## config.mk

```make
export PLATFORM = sky130hd
export DESIGN_NAME = irqpd_pin_ctrl
export DESIGN_NICKNAME = d
export VERILOG_FILES = /design/src/rtl/irqpd_pkg.sv /design/src/rtl/irqpd_sync.sv /design/src/rtl/irqpd_regs.sv /design/src/rtl/irqpd_pending.sv /design/src/rtl/irqpd_pin_ctrl.sv
export SDC_FILE = /design/constraint.sdc
export NUM_CORES = 1
export LEC_CHECK = 0
export CORE_AREA = 10 10 67 69
export CTS_CLUSTER_DIAMETER = 120
export DETAILED_ROUTE_END_ITERATION = 7
export DIE_AREA = 0 0 77 79
export PLACE_DENSITY = 0.6
export SLEW_MARGIN = 20
export SYNTH_ARGS = -nofsm -noshare
export SYNTH_HDL_FRONTEND = slang
export SYNTH_SLANG_ARGS = --single-unit
```

## constraint.sdc

```tcl
create_clock -name clk -period 1.8 [get_ports clk]
set_clock_uncertainty 0.15 [all_clocks]
set_input_delay 0.27 -clock clk [delete_from_list [all_inputs] [get_ports clk]]
set_output_delay 0.27 -clock clk [all_outputs]
set_load 0.01 [all_outputs]
```

## src/rtl/irqpd_pkg.sv

```systemverilog
package irqpd_pkg;
  localparam int REG_W      = 16;
  localparam int SRC_N      = REG_W / 2;
  localparam int CTL_OE_BIT = 0;
  localparam int CTL_IE_BIT = 1;
  localparam int SRC_LINK   = 5;
  localparam int SRC_ENERGY = 6;

  typedef enum logic {SEL_CTL = 1'b0, SEL_STAT = 1'b1} reg_sel_e;
  typedef logic [SRC_N-1:0] src_vec_t;
  typedef struct packed {
    logic ie;
    logic oe;
  } ctl_t;

  // next pending value: a clear empties the flags, new events always land
  function automatic src_vec_t pend_update(src_vec_t cur, src_vec_t evt, logic clr);
    return (clr ? '0 : cur) | evt;
  endfunction

  // any enabled source active now (latched or arriving)
  function automatic logic irq_hit(src_vec_t pend, src_vec_t evt, src_vec_t mask);
    return |((pend | evt) & mask);
  endfunction

  function automatic logic [REG_W-1:0] ctl_word(ctl_t c);
    logic [REG_W-1:0] w;
    w = '0;
    w[CTL_OE_BIT] = c.oe;
    w[CTL_IE_BIT] = c.ie;
    return w;
  endfunction

  function automatic logic [REG_W-1:0] stat_word(src_vec_t pend, src_vec_t mask);
    return {pend, mask};
  endfunction
endpackage

```

## src/rtl/irqpd_sync.sv

```systemverilog
module irqpd_sync #(
  parameter int   STAGES  = 2,
  parameter logic RST_VAL = 1'b1
) (
  input  logic clk,
  input  logic rst_n,
  input  logic d,
  output logic q
);
  logic [STAGES-1:0] chain;

  generate
    if (STAGES == 1) begin : g_one
      always_ff @(posedge clk or negedge rst_n) begin
        if (!rst_n) chain <= RST_VAL;
        else        chain <= d;
      end
    end else begin : g_many
      always_ff @(posedge clk or negedge rst_n) begin
        if (!rst_n) chain <= {STAGES{RST_VAL}};
        else        chain <= {chain[STAGES-2:0], d};
      end
    end
  endgenerate

  assign q = chain[STAGES-1];
endmodule

```

## src/rtl/irqpd_regs.sv

```systemverilog
module irqpd_regs
  import irqpd_pkg::*;
(
  input  logic     clk,
  input  logic     rst_n,
  input  logic     ctl_wr,
  input  logic     stat_wr,
  input  logic     oe_wbit,
  input  logic     ie_wbit,
  input  src_vec_t mask_wdata,
  output ctl_t     ctl_q,
  output src_vec_t mask_q
);
  always_ff @(posedge clk or negedge rst_n) begin
    if (!rst_n) begin
      ctl_q <= '0;
    end else if (ctl_wr) begin
      ctl_q.oe <= oe_wbit;
      ctl_q.ie <= ie_wbit;
    end
  end

  always_ff @(posedge clk or negedge rst_n) begin
    if (!rst_n)       mask_q <= '0;
    else if (stat_wr) mask_q <= mask_wdata;
  end
endmodule

```

## src/rtl/irqpd_pending.sv

```systemverilog
module irqpd_pending
  import irqpd_pkg::*;
(
  input  logic     clk,
  input  logic     rst_n,
  input  src_vec_t evt,
  input  logic     clr,
  output src_vec_t pend_q
);
  src_vec_t pend_d;

  always_comb pend_d = pend_update(pend_q, evt, clr);

  always_ff @(posedge clk or negedge rst_n) begin
    if (!rst_n) pend_q <= '0;
    else        pend_q <= pend_d;
  end
endmodule

```

## src/rtl/irqpd_pin_ctrl.sv

```systemverilog
module irqpd_pin_ctrl
  import irqpd_pkg::*;
#(
  parameter int SYNC_STAGES = 2
) (
  input  logic             clk,
  input  logic             rst_n,
  input  logic             reg_wr,
  input  logic             reg_rd,
  input  logic             reg_sel,
  input  logic [REG_W-1:0] reg_wdata,
  output logic [REG_W-1:0] reg_rdata,
  input  logic [SRC_N-1:0] src_evt,
  input  logic             pd_ctl_bit,
  input  logic             pin_in,
  output logic             pin_oe,
  output logic             pin_drive_low,
  output logic             pd_req
);
  // named internal events, visible to the bound checker
  logic     ctl_wr_ev, stat_wr_ev, stat_rd_ev;
  logic     pin_sync, pin_low_seen, irq_active;
  ctl_t     ctl_q;
  src_vec_t mask_q, pend_q;
  logic     wdata_hi_unused;

  assign ctl_wr_ev  = reg_wr && (reg_sel_e'(reg_sel) == SEL_CTL);
  assign stat_wr_ev = reg_wr && (reg_sel_e'(reg_sel) == SEL_STAT);
  assign stat_rd_ev = reg_rd && (reg_sel_e'(reg_sel) == SEL_STAT);
  assign wdata_hi_unused = &{1'b0, reg_wdata[REG_W-1:SRC_N]};

  irqpd_regs u_regs (
    .clk        (clk),
    .rst_n      (rst_n),
    .ctl_wr     (ctl_wr_ev),
    .stat_wr    (stat_wr_ev),
    .oe_wbit    (reg_wdata[CTL_OE_BIT]),
    .ie_wbit    (reg_wdata[CTL_IE_BIT]),
    .mask_wdata (reg_wdata[SRC_N-1:0]),
    .ctl_q      (ctl_q),
    .mask_q     (mask_q)
  );

  irqpd_pending u_pend (
    .clk    (clk),
    .rst_n  (rst_n),
    .evt    (src_evt),
    .clr    (stat_rd_ev),
    .pend_q (pend_q)
  );

  irqpd_sync #(.STAGES(SYNC_STAGES), .RST_VAL(1'b1)) u_sync (
    .clk   (clk),
    .rst_n (rst_n),
    .d     (pin_in),
    .q     (pin_sync)
  );

  assign reg_rdata = (reg_sel_e'(reg_sel) == SEL_STAT) ? stat_word(pend_q, mask_q)
                                                       : ctl_word(ctl_q);

  assign irq_active    = ctl_q.ie && irq_hit(pend_q, src_evt, mask_q);
  assign pin_oe        = ctl_q.oe;
  assign pin_drive_low = ctl_q.oe && irq_active;
  assign pin_low_seen  = !ctl_q.oe && !pin_sync;
  assign pd_req        = pd_ctl_bit || pin_low_seen;
endmodule

```

==> results.txt <==
Global-route wire length before repair: 4440 µm
Final Hold Violating Endpoints: 0
Post-synth EDFFs: 0
Total vias in the final route: 760
Warnings from Yosys: 0
Share of total power in sequential cells: 49.0%
CP Class: input port to primary output
Aggregate global routing overflow: 0
GR Layer Usage met3: 2.59%
P&R area growth vs syn: 65.5%
Synthesized flop and latch total: 20
Largest vdd supply drop: 0.189 mV
Number of design rule violations left after detail routing: 0
I/O Buffers: 41
Core box area: 0.00323 mm²
Fin area: 0.00155 mm²
Number of nets in the final layout: 162
Top cells by area, synth: sky130_fd_sc_hd__dfrtp_1, sky130_fd_sc_hd__mux2_4, sky130_fd_sc_hd__and2_1, sky130_fd_sc_hd__a21o_1, sky130_fd_sc_hd__dfstp_2
Die boundary height: 79 µm
Width of the die: 77 µm
Arr. time, crit path: 1.31 ns
H-tree lvl count: 1
Capturing element type of the critical path: primary output
Post-place setup slack: -0.358 ns
Post-route core utilization: 48.0%
Most area-hungry cell type in the Yosys netlist: sky130_fd_sc_hd__dfrtp_1
Area of the die: 0.00608 mm²
Post-synth top flop: sky130_fd_sc_hd__dfrtp_1
LEAKAGE: 0.804 nW
Instance count on the critical path: 5
Dpl cells: 166
DR pass1 iterations: 4
Setup total negative slack: 0 ns
Worst slack on hold paths: 0.0598 ns
Met1 routing resource usage after global routing: 11.5%
Cell depth of the worst hold path: 2
Ant diodes: 0
Transition at the pin with the smallest max-transition slack: 0.322 ns
Insertion delay to the later sink of the worst-skew pair: 0.30 ns
Last weighted congestion value of the routability-driven placer: 0.717
Largest net degree at the start of global routing: 21
Number of antenna violations at the first check in global routing: 0
Most common library cells after synthesis: sky130_fd_sc_hd__dfrtp_1, sky130_fd_sc_hd__and2_1, sky130_fd_sc_hd__a21o_1, sky130_fd_sc_hd__mux2_4, sky130_fd_sc_hd__o21ai_0
Number of maximum-capacitance violations: 0
Portion of total power attributed to combinational logic: 30.4%
Total routed wirelength: 2680 µm
Setup ws final: 0.0697 ns
Data required time of the worst path: 1.38 ns
RSZ-0062 raised after global routing: yes
Layout cell share with drive strength beyond 1: 28.5%
Vias in the first global route: 823
Busiest layer in global routing: met2
Final setup violation count: 0
Maximum fanout count along the critical path: 2
Cts-stage hold buffer count: 0
Mapped Avg Cell Area: 13.2 µm²
First-iteration detailed-routing DRC count: 52
Reported net switching power: 0.293 mW
Worst-path clk slew: 0.11 ns
Post-Syn Nets: 102
Async set or reset register ratio after synthesis: 100%
Post-synthesis sequential area ratio: 53.6%
Slowest cell on crit path: sky130_fd_sc_hd__clkdlybuf4s50_1
DP Area: 0.00147 mm²
GR Layer Usage met2: 14.3%
Delay of the slowest cell on the worst path: 0.42 ns
Fin cells: 176
Final Slew Violations: 0
Final period utilization: 96.1%
Fraction of power spent switching nets: 26.9%
Cell chosen for the clock root: sky130_fd_sc_hd__clkbuf_4
Half-perimeter wire length after detailed placement: 2110 µm
Area fraction of the dominant cell type after synthesis: 48.0%
Fraction of power consumed by the clock network: 20.7%
Worst rel slew slack: 78.5%
Largest delay contributor family on the critical path: buffers and inverters
Post-synth design cell area: 938 µm²
Sinks on the clock net: 20
Wire per inst: 15.2 µm
Number of top-level pins: 50
Antenna Violating Nets Remaining: 0
Fmax: 578 MHz
Initial Utilization: 29.0%
Cell Chain, Critical Path: clkdlybuf4s50_1 -> o21ai_1 -> nand4_1 -> o211a_1 -> buf_2
Number of placement rows: 21
Fin crit period: 1.73 ns
Internal Dissipation: 0.795 mW
Status: finished clean
Library cells used by synthesis: 16
Nature of the critical path startpoint: input port
Register-to-Register Path Depth: 2
Overall Global Routing Usage: 9.11%
Tot Pwr: 1.09 mW
Vias per cell: 4.32
Top-count cell post-synth: sky130_fd_sc_hd__dfrtp_1
Synthesized netlist cell count: 71
Number of buffers added by the clock tree synthesis step: 3
Count of buffer and inverter cells on the critical path: 2
Class of the tightest hold or removal check: input port to flip-flop
Maximum buffer depth of the clock tree: 2
TritonCTS clock tree: yes
Pwr dens: 701 mW/mm²
power by group through the flow:
stage | logic (mW) | clock network, mW | registers [mW]
6_report | 0.331 | 0.225 | 0.533
5_1_grt | 0.362 | 0.250 | 0.540
4_1_cts | 0.327 | 0.231 | 0.533
3_5_place_dp | 0.327 | 0 | 0.542
3_3_place_gp | 0.325 | 0 | 0.540
2_1_floorplan | 0.141 | 0 | 0.531
logic make-up after synthesis:
family | after synthesis | share of synthesized area [%]
AO/OA/AOI/OAI | 18 | 12.5
flip-flops | 20 | 53.6
multiplexers | 12 | 17.6
AND/OR/NAND/NOR | 19 | 14.7
buffers and inverters | 2 | 1.60
cell usage in the layout (no fill, tap or decap), types with 3 or more instances in the layout:
cell	n
sky130_fd_sc_hd__a21o_1	8
sky130_fd_sc_hd__and2_1	14
sky130_fd_sc_hd__dlymetal6s2s_1	10
sky130_fd_sc_hd__buf_4	15
sky130_fd_sc_hd__clkdlybuf4s50_1	20
sky130_fd_sc_hd__mux2_4	8
sky130_fd_sc_hd__dfrtp_1	18
sky130_fd_sc_hd__clkbuf_4	3
sky130_fd_sc_hd__dlygate4sd2_1	9
sky130_fd_sc_hd__o21ai_1	5
per-layer routing:
layer	share of wire [%]	vias to the layer above
met5	0	-
met1	46	355
met4	1.5	0
met3	5.8	4
met2	46	29
li1	-	372
sequential cells by signal, indices dropped and copies added (netlist names):
register / count
u_pend.pend_q: 8
u_regs.mask_q: 8
u_regs.ctl_q: 2
u_sync.chain: 2
area by class of cell:
type / instances / area [µm²]
clock buffers: 4 / 26.3
fillers: 313 / 1680
multi-input cells: 49 / 428
flip-flops and latches: 20 / 503
well taps: 46 / 57.6
repair buffers: 57 / 538
final timing paths:
| check | startpoint | slack (ns) | to |
|---|---|---|---|
| worst max-delay path | src_evt[4] | 0.07 | pin_drive_low |
| worst min-delay path | src_evt[7] | 0.06 | u_pend.pend_q[7]$_DFF_PN0_ |
| worst max register to register | u_regs.ctl_q[0]$_DFFE_PN0P_ | 0.69 | u_regs.ctl_q[0]$_DFFE_PN0P_ |
| worst min register to register | u_sync.chain[0]$_DFF_PN1_ | 0.22 | u_sync.chain[1]$_DFF_PN1_ |
| max in group asynchronous | rst_n | 1.07 | u_sync.chain[1]$_DFF_PN1_ |
| min in group asynchronous | rst_n | 0.15 | u_pend.pend_q[6]$_DFF_PN0_ |
what timing repair did:
item	4_1_cts	5_1_grt
pin swaps	0	3
endpoints found under the setup margin	18	10
setup buffers	2	4
resized for setup	22	14
Power figures use the tool's default switching activity.
